**config.mk**
```make
export PLATFORM = sky130hd
export DESIGN_NAME = sdh_regbank
export DESIGN_NICKNAME = d
export VERILOG_FILES = /design/src/rtl/sdh_pkg.sv /design/src/rtl/sdh_decode.sv /design/src/rtl/sdh_status.sv /design/src/rtl/sdh_xfer.sv /design/src/rtl/sdh_regbank.sv
export SDC_FILE = /design/constraint.sdc
export NUM_CORES = 1
export LEC_CHECK = 0
export BUFFER_PORTS_ARGS = -buffer_cell sky130_fd_sc_hd__buf_2
export CAP_MARGIN = 10
export CORE_MARGIN = 2
export CORE_UTILIZATION = 51
export CTS_CLUSTER_SIZE = 10
export DETAILED_ROUTE_END_ITERATION = 12
export MAX_ROUTING_LAYER = met4
export PLACE_DENSITY = 0.78
export SLEW_MARGIN = 20
export SYNTH_ARGS = -nofsm -noshare
export SYNTH_HDL_FRONTEND = slang
export SYNTH_SLANG_ARGS = --single-unit
```
**constraint.sdc**
```tcl
create_clock -name clk -period 5 [get_ports clk]
set_input_delay 0.25 -clock clk [delete_from_list [all_inputs] [get_ports clk]]
set_output_delay 0.25 -clock clk [all_outputs]
set_load 0.1 [all_outputs]
```
**src/rtl/sdh_pkg.sv**
```systemverilog
package sdh_pkg;
  localparam int NSEL = 15;
  localparam int SEL_CMD  = 0;
  localparam int SEL_ARG  = 1;
  localparam int SEL_TOUT = 2;
  localparam int SEL_CDIV = 3;
  localparam int SEL_RSP0 = 4;
  localparam int SEL_STS  = 8;
  localparam int SEL_PWR  = 9;
  localparam int SEL_MODE = 10;
  localparam int SEL_CFG  = 11;
  localparam int SEL_BCT  = 12;
  localparam int SEL_DATA = 13;
  localparam int SEL_BLK  = 14;
  localparam int NRSP     = 4;

  localparam int STS_W = 11;
  localparam int CFG_W = 11;
  localparam int CMD_W = 16;
  localparam int CMD_GO_BIT = 15;
  localparam int STS_BUSY  = 10;
  localparam int STS_BLOCK = 9;
  localparam int STS_DATA  = 8;
  localparam int CFG_BUSY_EN  = 10;
  localparam int CFG_BLOCK_EN = 8;
  localparam int CFG_DATA_EN  = 4;
  localparam logic [31:0] MODE_RST = 32'h0000_C60F;
  localparam int MODE_FSM_W = 4;

  // word index (byte offset / 4) of each selectable register
  function automatic int sel_word(input int s);
    case (s)
      SEL_PWR:  return 12;
      SEL_MODE: return 13;
      SEL_CFG:  return 14;
      SEL_BCT:  return 15;
      SEL_DATA: return 16;
      SEL_BLK:  return 20;
      default:  return s;
    endcase
  endfunction
endpackage

```
**src/rtl/sdh_decode.sv**
```systemverilog
module sdh_decode
  import sdh_pkg::*;
#(
  parameter int ADDR_W = 8
) (
  input  logic [ADDR_W-1:0] addr,
  output logic [NSEL-1:0]   sel
);
  localparam int WORD_W = ADDR_W - 2;

  logic [WORD_W-1:0] word;
  logic [1:0]        unused_lsb;
  assign word       = addr[ADDR_W-1:2];
  assign unused_lsb = addr[1:0];

  for (genvar g = 0; g < NSEL; g++) begin : g_sel
    assign sel[g] = (32'(word) == sel_word(g));
  end
endmodule

```
**src/rtl/sdh_status.sv**
```systemverilog
module sdh_status
  import sdh_pkg::*;
(
  input  logic             clk,
  input  logic             rst,
  input  logic             clr_wr,
  input  logic [STS_W-1:0] clr_mask,
  input  logic [STS_W-1:0] set_in,
  input  logic [CFG_W-1:0] cfg,
  output logic [STS_W-1:0] sts_q,
  output logic             irq
);
  logic [STS_W-1:0] gate, set_eff, clr_eff;

  always_comb begin
    gate = '1;
    gate[STS_BUSY]  = cfg[CFG_BUSY_EN];
    gate[STS_BLOCK] = cfg[CFG_BLOCK_EN];
    gate[STS_DATA]  = cfg[CFG_DATA_EN];
    set_eff = set_in & gate;
    clr_eff = clr_wr ? clr_mask : '0;
  end

  always_ff @(posedge clk) begin
    if (rst) begin
      sts_q <= '0;
      irq   <= 1'b0;
    end else begin
      sts_q <= (sts_q & ~clr_eff) | set_eff;
      irq   <= sts_q[STS_BUSY] | sts_q[STS_BLOCK] | sts_q[STS_DATA];
    end
  end

  // a clear with no concurrent set leaves the cleared bits at zero
  a_r4_clear: assert property (@(posedge clk) disable iff (rst)
    (clr_wr && set_in == '0) |=> ((sts_q & $past(clr_mask)) == '0));
  // a gated busy bit cannot appear while its enable is off
  a_r12_busy_gate: assert property (@(posedge clk) disable iff (rst)
    (!sts_q[STS_BUSY] && !cfg[CFG_BUSY_EN]) |=> !sts_q[STS_BUSY]);
  // the interrupt only follows an interrupt-class status bit
  a_r5_irq_src: assert property (@(posedge clk) disable iff (rst)
    irq |-> $past(sts_q[STS_BUSY] | sts_q[STS_BLOCK] | sts_q[STS_DATA]));
endmodule

```
**src/rtl/sdh_xfer.sv**
```systemverilog
module sdh_xfer #(
  parameter int DATA_W = 32,
  parameter int BLK_W  = 9,
  parameter int CNT_W  = 32
) (
  input  logic              clk,
  input  logic              rst,
  input  logic              bct_wr,
  input  logic              blk_wr,
  input  logic [DATA_W-1:0] wdata,
  output logic [DATA_W-1:0] bct_q,
  output logic [BLK_W-1:0]  blk_q,
  output logic [CNT_W-1:0]  cnt_q
);
  localparam int PROD_W = DATA_W + BLK_W;

  logic [PROD_W-1:0] prod;
  assign prod = PROD_W'(wdata[BLK_W-1:0]) * PROD_W'(bct_q);

  always_ff @(posedge clk) begin
    if (rst) begin
      bct_q <= '0;
      blk_q <= '0;
      cnt_q <= '0;
    end else begin
      if (bct_wr) bct_q <= wdata;
      if (blk_wr) begin
        blk_q <= wdata[BLK_W-1:0];
        cnt_q <= prod[CNT_W-1:0];
      end
    end
  end

  // the counter stays put unless the block count is written
  a_r7_hold: assert property (@(posedge clk) disable iff (rst)
    !blk_wr |=> $stable(cnt_q));
endmodule

```
**src/rtl/sdh_regbank.sv**
```systemverilog
module sdh_regbank
  import sdh_pkg::*;
#(
  parameter int ADDR_W = 8,
  parameter int DATA_W = 32,
  parameter int BLK_W  = 9,
  parameter int CNT_W  = 32
) (
  input  logic                   clk,
  input  logic                   rst,
  input  logic                   bus_wr,
  input  logic                   bus_rd,
  input  logic [ADDR_W-1:0]      bus_addr,
  input  logic [DATA_W-1:0]      bus_wdata,
  output logic [DATA_W-1:0]      bus_rdata,
  output logic                   bus_rvalid,
  output logic                   irq,
  output logic                   cmd_go,
  output logic [CMD_W-1:0]       cmd_word,
  output logic [DATA_W-1:0]      cmd_arg,
  output logic [CFG_W-1:0]       cfg_word,
  output logic                   pwr_on,
  output logic [DATA_W-1:0]      mode_word,
  output logic [CNT_W-1:0]       xfer_bytes,
  input  logic [STS_W-1:0]       sts_set,
  input  logic                   rsp_load,
  input  logic [NRSP*DATA_W-1:0] rsp_data,
  output logic                   dport_wr,
  output logic [DATA_W-1:0]      dport_wdata,
  output logic                   dport_rd,
  input  logic [DATA_W-1:0]      dport_rdata
);
  localparam logic [CMD_W-1:0] GO_MASK = CMD_W'(1) << CMD_GO_BIT;

  logic [NSEL-1:0]   sel, wsel;
  logic [STS_W-1:0]  sts_q;
  logic [DATA_W-1:0] bct_q;
  logic [BLK_W-1:0]  blk_q;
  logic [DATA_W-1:0] rsp_q [NRSP];
  logic [DATA_W-1:0] rd_mux;

  sdh_decode #(.ADDR_W(ADDR_W)) u_dec (.addr(bus_addr), .sel(sel));

  assign wsel = bus_wr ? sel : '0;

  sdh_status u_sts (
    .clk(clk), .rst(rst), .clr_wr(wsel[SEL_STS]),
    .clr_mask(bus_wdata[STS_W-1:0]), .set_in(sts_set), .cfg(cfg_word),
    .sts_q(sts_q), .irq(irq)
  );

  sdh_xfer #(.DATA_W(DATA_W), .BLK_W(BLK_W), .CNT_W(CNT_W)) u_xfer (
    .clk(clk), .rst(rst), .bct_wr(wsel[SEL_BCT]), .blk_wr(wsel[SEL_BLK]),
    .wdata(bus_wdata), .bct_q(bct_q), .blk_q(blk_q), .cnt_q(xfer_bytes)
  );

  assign cmd_go      = wsel[SEL_CMD] & bus_wdata[CMD_GO_BIT];
  assign dport_wr    = wsel[SEL_DATA];
  assign dport_wdata = bus_wdata;
  assign dport_rd    = bus_rd & sel[SEL_DATA];

  always_ff @(posedge clk) begin
    if (rst) begin
      cmd_word  <= '0;
      cmd_arg   <= '0;
      cfg_word  <= '0;
      pwr_on    <= 1'b0;
      mode_word <= DATA_W'(MODE_RST);
    end else begin
      if (wsel[SEL_CMD]) cmd_word <= bus_wdata[CMD_W-1:0] & ~GO_MASK;
      if (wsel[SEL_ARG]) cmd_arg  <= bus_wdata;
      if (wsel[SEL_CFG]) cfg_word <= bus_wdata[CFG_W-1:0];
      if (wsel[SEL_PWR]) pwr_on   <= bus_wdata[0];
      if (wsel[SEL_MODE]) begin
        if (&bus_wdata[MODE_FSM_W-1:0])
          mode_word <= {bus_wdata[DATA_W-1:MODE_FSM_W], {MODE_FSM_W{1'b0}}};
        else
          mode_word <= bus_wdata;
      end
    end
  end

  for (genvar g = 0; g < NRSP; g++) begin : g_rsp
    always_ff @(posedge clk) begin
      if (rst)           rsp_q[g] <= '0;
      else if (rsp_load) rsp_q[g] <= rsp_data[g*DATA_W +: DATA_W];
    end
  end

  always_comb begin
    rd_mux = '0;
    if (sel[SEL_CMD])  rd_mux = DATA_W'(cmd_word);
    if (sel[SEL_ARG])  rd_mux = cmd_arg;
    if (sel[SEL_STS])  rd_mux = DATA_W'(sts_q);
    if (sel[SEL_PWR])  rd_mux = DATA_W'(pwr_on);
    if (sel[SEL_MODE]) rd_mux = mode_word;
    if (sel[SEL_CFG])  rd_mux = DATA_W'(cfg_word);
    if (sel[SEL_BCT])  rd_mux = bct_q;
    if (sel[SEL_BLK])  rd_mux = DATA_W'(blk_q);
    if (sel[SEL_DATA]) rd_mux = dport_rdata;
    for (int i = 0; i < NRSP; i++)
      if (sel[SEL_RSP0+i]) rd_mux = rsp_q[i];
  end

  always_ff @(posedge clk) begin
    if (rst) begin
      bus_rvalid <= 1'b0;
      bus_rdata  <= '0;
    end else begin
      bus_rvalid <= bus_rd;
      bus_rdata  <= bus_rd ? rd_mux : '0;
    end
  end

  // the stored command never holds the start bit
  a_r3_go_clear: assert property (@(posedge clk) disable iff (rst)
    wsel[SEL_CMD] |=> !cmd_word[CMD_GO_BIT]);
  // an all-ones state field is stored as zero
  a_r6_mode_nibble: assert property (@(posedge clk) disable iff (rst)
    (wsel[SEL_MODE] && &bus_wdata[MODE_FSM_W-1:0]) |=> (mode_word[MODE_FSM_W-1:0] == '0));
  // read data is valid exactly one cycle after a read
  a_r11_rvalid: assert property (@(posedge clk) disable iff (rst)
    bus_rd |=> bus_rvalid);
  a_r11_rzero: assert property (@(posedge clk) disable iff (rst)
    !bus_rd |=> (bus_rdata == '0));
  // ignored offsets leave the command argument untouched
  a_r8_ignored: assert property (@(posedge clk) disable iff (rst)
    (wsel[SEL_TOUT] || wsel[SEL_CDIV]) |=> $stable(cmd_arg) && $stable(cfg_word));
endmodule

```
== Word-level counts from Yosys, hierarchy flattened ==
Memories as Yosys holds them, arrays and structs flattened.
Index checks and enable logic that the tools add are counted.
Operators by class
  reduce and logical (&&, ||, !) cells: 3
  bitwise logic cells: 13
  equality and inequality tests: 14
  multiplexer cells: 25
  $mul: 1
Operators with widths (number)
  two-way mux 32 bit: 16
  multiplier 9 x 32 -> 32 bit: 1
  == test 6 x 4 -> 1 bit (second input constant): 5
  two-way mux 15 bit: 2
  == test 6 x 3 -> 1 bit (second input constant): 4
  AND 11 bit: 2
  == test 6 x 2 -> 1 bit (second input constant): 2
  == test 6 x 5 -> 1 bit (second input constant): 2
  two-way mux 11 bit: 1
  inverter 11 bit: 1
  bitwise OR 11 bit: 1
  == test 6 x 1 -> 1 bit (second input constant): 1
  zero test 6 bit: 1
  bitwise OR 1 bit: 6
  two-way mux 1 bit: 5
  two-way mux 4 bit: 1
  AND reduction 4 bit: 1
  AND 1 bit: 2
  OR reduction 2 bit: 1
  inverter 1 bit: 1
Storage, ports and cells
  register bits: 209
  input bits: 216
  output and inout port bits: 193
  bits in writable memories: 128
  memories kept: 1
  logic and storage cells: 69
Memories
  rsp_q: depth 4, bits a word 32, rd ports 4, clocked after Yosys merged registers in 0, wr ports 4, RTL line sdh_regbank.sv:39  | logic [DATA_W-1:0] rsp_q [NRSP];

== Longest topological paths before layout ==
Gate-level depths: netlist of run 1.
  depth after elaboration: 14
  mapped depth: 22
  gate-level depth less buffers: 20

== Cells and area by module ==
A second synthesis of run 1 with hierarchy kept.
Unflattened totals
  cells, all modules: 2439
  area total of the unflattened synthesis: 22381.5 um^2
By module, submodules not included
  sdh_regbank: area each 11611.1 um^2, cells an instance 1198, sequential area each 6326.1 um^2, instances 1
  sdh_xfer: area each 10146.0 um^2, cells an instance 1167, sequential area each 1461.4 um^2, instances 1
  sdh_status: area each 465.4 um^2, cells an instance 49, sequential area each 240.2 um^2, instances 1
  sdh_decode: area each 158.9 um^2, cells an instance 25, sequential area each 0.0 um^2, instances 1

== Worst setup path before layout of run 1 ==
No wires, ideal clock.
  kind: input to register
  from: input bus_wdata[0]
  to: register u_xfer.cnt_q[31]
  setup time: 0.074 ns
  arrival time: 5.064 ns
  required time: 4.926 ns
  path slack: -0.138 ns
  stages on the path: 20
  buffers on the path: 2
  path through: clkbuf_1 > buf_1 > nand2_1 > fa_1 > inv_1 > fa_1 > fa_1 > inv_1 > fa_1 > inv_1 > ha_1 > and3_1 > o2111ai_1 > o22a_2 > o221ai_2 > a21oi_2 > o21ai_2 > nor4_1 > or4_1 > a31oi_1
Between the ends
  cells in the longest elaborated chain, start to end: 1
Ends and longest elaborated chain
  start: declaration: RTL line sdh_regbank.sv:14  | input logic [DATA_W-1:0] bus_wdata,
  multiplier 9 x 32 -> 32 bit: RTL line sdh_xfer.sv:18  | assign prod = PROD_W'(wdata[BLK_W-1:0]) * PROD_W'(bct_q);
  end signal: assignment: RTL line sdh_xfer.sv:29  | cnt_q <= prod[CNT_W-1:0];
  end: declaration: RTL line sdh_xfer.sv:13  | output logic [CNT_W-1:0] cnt_q
Every way passes these cells.
A chain may end at the register's enable or synchronous reset.

== Worst setup path in the final report of run 1 ==
  from: register u_xfer.bct_q[8]
  to: register u_xfer.cnt_q[24]
Between the ends
  cells in the longest elaborated chain, start to end: 1
Ends and longest elaborated chain
  start: declaration: RTL line sdh_xfer.sv:11  | output logic [DATA_W-1:0] bct_q,
  start signal: assignment: RTL line sdh_xfer.sv:26  | if (bct_wr) bct_q <= wdata;
  multiplier 9 x 32 -> 32 bit: RTL line sdh_xfer.sv:18
Every way passes these cells.

==> results.yml, run 1 <==
yosys:
  synth.distinct_cells: 69
  synth_xor_area_share_pct: 1.45
  synth-seq-cells: 337
  ys_dominant_reg_cell: "dfxtp_1"
  synth_fa_ha_area_share_pct: 19.3
  synthCells: 2352
  yosysSeqAreaShare_pct: 37.9
  synth_simple_gate_area_share_pct: 20.3
  synth_edf_count: 128
  synth.avg_cell_area_um2: 9.02
  yosys_warnings: 0
  synth_compound_area_share_pct: 11.8
  synth_area_um2: 21200
  async_reset_ff_share_pct: 0
  syn_nets: 2787
  synth_top_family_by_area: "simple AND/OR/NAND/NOR gates"
  synthMuxAreaShare_pct: 1.43
global_route:
  grt_pass1_wl_um: 109000
  grt_pass1_vias: 19700
  grt_max_degree: 137
  overflow: 0
  antenna_found_initial: 5
  grt.total_usage_pct: 33.0
pwr:
  power.share.sequential_pct: 46.0
  combinationalPowerShare_pct: 10.5
  p_sw_w: 0.00165
  power_density_nw_per_um2: 243
  switching_share_pct: 25.4
  p_clk_share_pct: 43.5
  internal_power_w: 0.00485
  peakVddDrop_uv: 301
  leakage_nw: 11.9
floorplanning:
  std_cell_rows: 74
  core_um2: 40900
  die_y_um: 208
  initial_core_util_pct: 51.8
  die_area_um2: 43200
  ioPinCount: 409
  fp.dieW_um: 208
sta:
  finalCriticalPeriod_ps: 4890
  relSlewSlack_pct: 28.9
  report.final.slew_viol_count: 0
  finalSetupViolCount: 0
  fin_crit_sh_pct: 97.9
  tightest_slew_ps: 1070
  skew_ps: 21.0
  finalHoldViolCount: 0
  max_freq_mhz: 204
cts:
  cts_num_sinks: 337
  clk_pin_slew_worst_paths_ps: 60
  root_buffer: "clkbuf_16"
  numCtsBuffers: 41
  clockBufferDepth: 3
  insertion_delay_ps: 570
  htree_levels: 2
  cts_tree: "done"
worst_setup_path:
  cp-startpoint: "u_xfer.bct_q[8]"
  worstSetupStartpointType: "register"
  cp.arrival_ps: 5350
  r2r-end: "u_xfer.cnt_q[24]"
  r2r_slack_ps: 110
  r2r_start: "u_xfer.bct_q[8]"
  rr_worst_depth: 19
  critPathKind: "reg -> reg"
  worstPathMaxFanout: 7
  crit_required_ps: 5460
  worstSetupEndpoint: "u_xfer.cnt_q[24]"
  critPathCaptureType: "register"
layout:
  seq_area_um2: 8070
  n_fill_cell: 3091
  area_growth_syn_to_layout_pct: 26.2
  most-common-layout-cells: "nand2_1, buf_2, and2_1, a21oi_1, inv_1"
  fin_util_pct: 65.4
  post-route-cell-area_um2: 26800
  multiInputGateArea_um2: 11800
  drive_above_1_share_pct: 22.2
  nNetsFinal: 3279
  final_common_cell: "nand2_1"
place:
  finalWeightedCongestion: 0.979
  place_area_um2: 23900
  port_buffers: 405
  dp_hpwl_um: 49300
detailed_routing:
  antenna_left: 0
  drt_iter0_markers: 2239
  routed_wl_um: 71400
  first_pass_iters: 10
  vias_per_cell: 5.66
  routed-via-count: 19300
  remaining_drc_errors: 0
  wl_per_cell_um: 21.0
min_path:
  hold_path.startpoint: "rsp_data[8]"
  hold_path.class: "in -> reg"
flow_run:
  drv_cap: 0
run_status:
  run_status: "complete, no violations"
==> cell families after synthesis <==
kind of cell,after synthesis
AND/OR/NAND/NOR,912
AO/OA/AOI/OAI,405
XOR/XNOR,35
buffers and inverters,413
other,1
flip-flops,337
adder cells (fa/ha/maj),219
multiplexers,30
==> timing repair <==
action / CTS / global route
endpoints found under the setup margin: 4 / 12
gates resized for setup: 9 / 55
pin swaps: 1 / 25
endpoints found under the hold margin: 156 / 1
buffers inserted: 1 / 3
hold buffers: 134 / 1
==> layout make-up <==
cell class / instances / area share, %
Timing Repair Buffer: 649 / 15.7
Inverter: 213 / 2.99
Sequential cell: 337 / 30.1
Clock inverter: 6 / 0.323
Multi-Input combinational cell: 1602 / 44.0
Antenna cell: 6 / 0.0561
Clock buffer: 63 / 4.25
Tap cell: 532 / 2.49
==> cell usage after synthesis, types with 2 or more instances <==
cell | instances | area [um2]
a22oi_1 | 17 | 128
o31ai_1 | 2 | 15.0
mux2i_1 | 27 | 270
nand3b_1 | 8 | 60.1
nand2_1 | 493 | 1850
buf_1 | 10 | 37.5
edfxtp_1 | 128 | 3840
nor2_1 | 59 | 221
nand4_1 | 3 | 18.8
mux2_2 | 3 | 33.8
and3_1 | 4 | 25.0
a222oi_1 | 35 | 350
inv_1 | 213 | 800
o21ai_2 | 2 | 17.5
clkbuf_1 | 156 | 586
dfxtp_1 | 209 | 4180
a21oi_1 | 221 | 1110
o21bai_1 | 5 | 37.5
o21ai_0 | 54 | 270
a21o_1 | 4 | 30.0
ha_1 | 40 | 500
a221o_1 | 4 | 40.0
fa_1 | 179 | 3580
and2_0 | 2 | 12.5
xnor2_1 | 24 | 210
a211oi_1 | 11 | 82.6
a41oi_1 | 9 | 78.8
nand2b_1 | 5 | 31.3
buf_4 | 33 | 248
xor2_1 | 11 | 96.3
o22ai_1 | 2 | 12.5
nand3_1 | 29 | 145
a31oi_1 | 15 | 93.8
nor4_1 | 2 | 12.5
and2_1 | 275 | 1720
a21o_2 | 3 | 26.3
o21a_1 | 4 | 30.0
nor3_1 | 11 | 55.1
nor2b_1 | 10 | 62.6
==> state kept, by name, indices dropped and copies added (netlist names) <==
register / count
bus_rdata: 32
bus_rvalid: 1
cfg_word: 11
cmd_arg: 32
cmd_word: 15
mode_word: 32
pwr_on: 1
rsp_q: 128
u_sts.irq: 1
u_sts.sts_q: 11
u_xfer.bct_q: 32
u_xfer.blk_q: 9
u_xfer.cnt_q: 32
==> critical path, cell delays in order, from the launching register on <==
cell     delay (ps)
dfxtp_4         370
buf_4           160
and2_1          160
fa_1            480
fa_1            520
fa_1            490
inv_1            50
fa_1            470
inv_1            60
ha_1            300
buf_4           150
nand3_2         130
o41ai_2         380
nor3_2           80
buf_4           160
o21ai_1         160
a21oi_1         140
o21ai_2         180
nor4b_2          70
a211o_1         290
==> power by group through the flow <==
stage,Clock (W),Combinational (W),Sequential (W)
2_1_floorplan,0,0.000324,0.00308
3_3_place_gp,0,0.000568,0.00304
3_5_place_dp,0,0.000577,0.00304
4_1_cts,0.00282,0.000660,0.00299
5_1_grt,0.00294,0.000715,0.00300
6_report,0.00283,0.000685,0.00299
==> per-stage QoR <==
step	TNS [ps]	setup WS [ps]	hold slack, ps	total power [W]	cells
2_1_floorplan	-10.2	-10.2	367	0.00341	2352
3_3_place_gp	-145	-74.2	440	0.00361	3194
3_5_place_dp	-907	-224	441	0.00362	3194
4_1_cts	0	14.4	0.0478	0.00647	3398
5_1_grt	-134	-57.1	3.49	0.00665	3407
6_report	0	106	3.82	0.00650	3408
==> how the worst min path moves through the flow <==
| stage | endpoint | slack (ps) | depth (start not counted) |
|---|---|---|---|
| 3_3_place_gp | u_xfer.cnt_q[7] | 440 | 2 |
| 2_1_floorplan | u_sts.sts_q[0] | 370 | 2 |
| 5_1_grt | rsp_q[0][8] | 3 | 2 |
| 4_1_cts | cmd_arg[24] | 0.05 | 3 |
| 6_report | rsp_q[0][8] | 4 | 2 |
| 3_5_place_dp | u_xfer.cnt_q[10] | 440 | 2 |
==> layer usage <==
| layer | wire length, um | track usage (%) |
|---|---|---|
| met3 | 8050 | 8.27 |
| met2 | 33300 | 51.9 |
| met4 | 3600 | 15.6 |
| met5 | 0 | - |
| met1 | 26500 | 40.1 |
Note: power is estimated with default switching activity, not from simulation.
==> run 2, diff against run 1 <==
ABC_AREA = 1   (was not set)
CORE_UTILIZATION = 52   (was 51)
PLACE_DENSITY = 0.79   (was 0.78)
==> run 2 against run 1 <==
Net effect: synthesized cell count grew 29%; register-to-register slack improved by 200 ps; first-iteration DRC count is 6.9% lower; clock-buffer cell count shrank 5; sequential share of layout area shrank 0.31 points; cell count grew 18%; combinational power is 5.0% higher.
==> results.yml, run 2 <==
global_route:
  grt_pass1_wl_um: 111000
  grt_pass1_vias: 20700
  overflow: 0
  grt.total_usage_pct: 32.6
  grt_max_degree: 103
  antenna_found_initial: 3
yosys:
  synth_common_cells: "inv_1, nand2_1, nor2_1"
  yosysTopAreaCellShare_pct: 18.4
  synth.distinct_cells: 43
  synth_area_leaders: "dfxtp_1, edfxtp_1, fa_1, inv_1, nand2_1"
  syn_nets: 3470
  synth-seq-cells: 337
  synth_edf_count: 128
  synth_area_um2: 22800
  ys_dominant_reg_cell: "dfxtp_1"
  async_reset_ff_share_pct: 0
  yosysTopAreaCell: "dfxtp_1"
  synth.avg_cell_area_um2: 7.50
  yosysSeqAreaShare_pct: 35.3
  synth_most_common_cell: "inv_1"
  yosys_warnings: 0
  synthCells: 3035
worst_setup_path:
  worstSetupEndpoint: "u_xfer.cnt_q[20]"
  r2r-end: "u_xfer.cnt_q[20]"
  worstSetupStartpointType: "register"
  worstPathCellList: "nand2_1 -> fa_1 -> inv_1 -> fa_1 -> fa_1 -> inv_1 -> fa_1 -> inv_1 -> ha_1 -> a21oi_1 -> a21boi_0 -> o21bai_1 -> inv_1 -> nand2_1 -> a21oi_1 -> o21ai_0 -> nand2_1 -> inv_1"
  r2r_start: "u_xfer.bct_q[15]"
  critPathCaptureType: "register"
  cp.arrival_ps: 5140
  slowest_stage: "dfxtp_1"
  crit_top_cell: "inv_1"
  critPathKind: "reg -> reg"
  worstPathMaxFanout: 10
  crit_required_ps: 5450
  r2r_slack_ps: 310
  rr_worst_depth: 18
  slowest_delay_ps: 610
  cp-startpoint: "u_xfer.bct_q[15]"
cts:
  post-cts-setup-buffer-count: 0
  clk_pin_slew_worst_paths_ps: 60
  clockBufferDepth: 3
  cts_tree: "done"
  numCtsBuffers: 40
  hold_buffers: 77
  htree_levels: 2
  ctsResizeCount: 0
  cts_num_sinks: 337
  root_buffer: "clkbuf_16"
  insertion_delay_ps: 560
pwr:
  peakVddDrop_uv: 322
  leakage_nw: 14.7
  power_density_nw_per_um2: 236
flow_run:
  drv_cap: 0
sta:
  fin_crit_sh_pct: 93.8
  tightest_slew_ps: 1080
  hold_slack_ps: 9.68
  max_freq_mhz: 213
  finalHoldViolCount: 0
  report.final.slew_viol_count: 0
  finalCriticalPeriod_ps: 4690
  skew_ps: 11.4
  rsz0062_at_grt: "no"
  finalSetupViolCount: 0
  relSlewSlack_pct: 27.9
  tns_ps: 0
layout:
  most-common-layout-cells: "inv_1, nand2_1, buf_2, nor2_1, dfxtp_1"
  post-route-cell-area_um2: 26900
  top_register: "rsp_q"
  drive_above_1_share_pct: 15.3
  multiInputGateArea_um2: 11200
  final_common_cell: "inv_1"
  nNetsFinal: 3846
  largest_register_ffs: 128
  area_growth_syn_to_layout_pct: 18.3
  n_fill_cell: 3636
  seq_area_um2: 8030
detailed_routing:
  antenna_left: 0
  remaining_drc_errors: 0
  routed-via-count: 21200
  wl_per_cell_um: 17.8
  drt_iter0_markers: 2084
  routed_wl_um: 71500
  vias_per_cell: 5.26
  first_pass_iters: 6
place:
  finalWeightedCongestion: 0.925
  port_buffers: 405
  dp_hpwl_um: 50800
  place_area_um2: 25000
min_path:
  whs_path_depth: 3
  hold_path.class: "in -> reg"
floorplanning:
  fp.dieW_um: 213
  std_cell_rows: 76
  ioPinCount: 409
  core_um2: 43200
  initial_core_util_pct: 52.7
  die_y_um: 213
  die_area_um2: 45400
run_status:
  run_status: "complete, no violations"
run 2: changes by cell type after synthesis, sizes merged, moves of 63 or more:
cell and change:
and2 -277, inv +490, nand2 +146, nand4 +63
nor2 +267, o21ai +128
run 2: worst min-delay path by stage:
| stage | start | endpoint | slack, ps |
|---|---|---|---|
| after floorplan | bus_wdata[14] | mode_word[14] | 380 |
| after global placement | u_xfer.blk_q[0] | u_xfer.blk_q[0] | 460 |
| after detailed placement | u_xfer.blk_q[0] | u_xfer.blk_q[0] | 460 |
| after CTS | rsp_data[5] | rsp_q[0][5] | 0.3 |
| after global routing | bus_wdata[30] | cmd_arg[30] | 9 |
| final | rsp_data[73] | rsp_q[2][9] | 10 |
run 2: per-stage QoR:
step	cells	util [%]	setup WS, ps	total power [W]
3_3_place_gp	3876	57.9	250	0.00369
4_1_cts	4017	62.3	318	0.00631
6_report	4021	62.3	309	0.00634
5_1_grt	4021	62.3	43.1	0.00652
2_1_floorplan	3035	-	579	0.00348
3_5_place_dp	3876	57.9	262	0.00370
run 2: cell type report:
cell class,count,area share [%]
multi-input combinational,1806,41.7
sequential,337,29.8
timing repair buffer,523,11.7
inverter,703,9.81
clock buffer,58,4.01
tap,585,2.72
clock inverter,6,0.158
antenna,3,0.0279
run 2: logic make-up after synthesis:
| logic type | after synthesis | share of synthesized area (%) |
|---|---|---|
| flops | 337 | 35.3 |
| other cells | 1 | 0.0165 |
| fa+ha+maj | 219 | 17.9 |
| buf+inv | 892 | 15.5 |
| compound gates | 427 | 10.0 |
| xor+xnor | 11 | 0.423 |
| simple gates | 1148 | 20.8 |
run 2: power breakdown:
part	total (W)	switching, W	internal [W]
registers	0.00300	0.0000382	0.00296
clock network	0.00262	0.00114	0.00149
logic	0.000719	0.000517	0.000202
run 2: critical path, delay by kind of cell (launching register included):
| kind | cells | cell delay (ps) |
|---|---|---|
| DFF | 1 | 610 |
| AOI/OAI and AO/OA | 5 | 1050 |
| and+or+nand+nor | 3 | 280 |
| adders and majority gates | 5 | 2400 |
| buffers and inverters | 5 | 240 |
run 2: layer usage:
layer  track usage [%]  vias up  wire (um)
met1              39.3     9870      27000
met2              53.1     1132      34000
met5                 -        -          0
met3              7.27      227       7190
li1                  -     9926          -
met4              13.7        0       3310
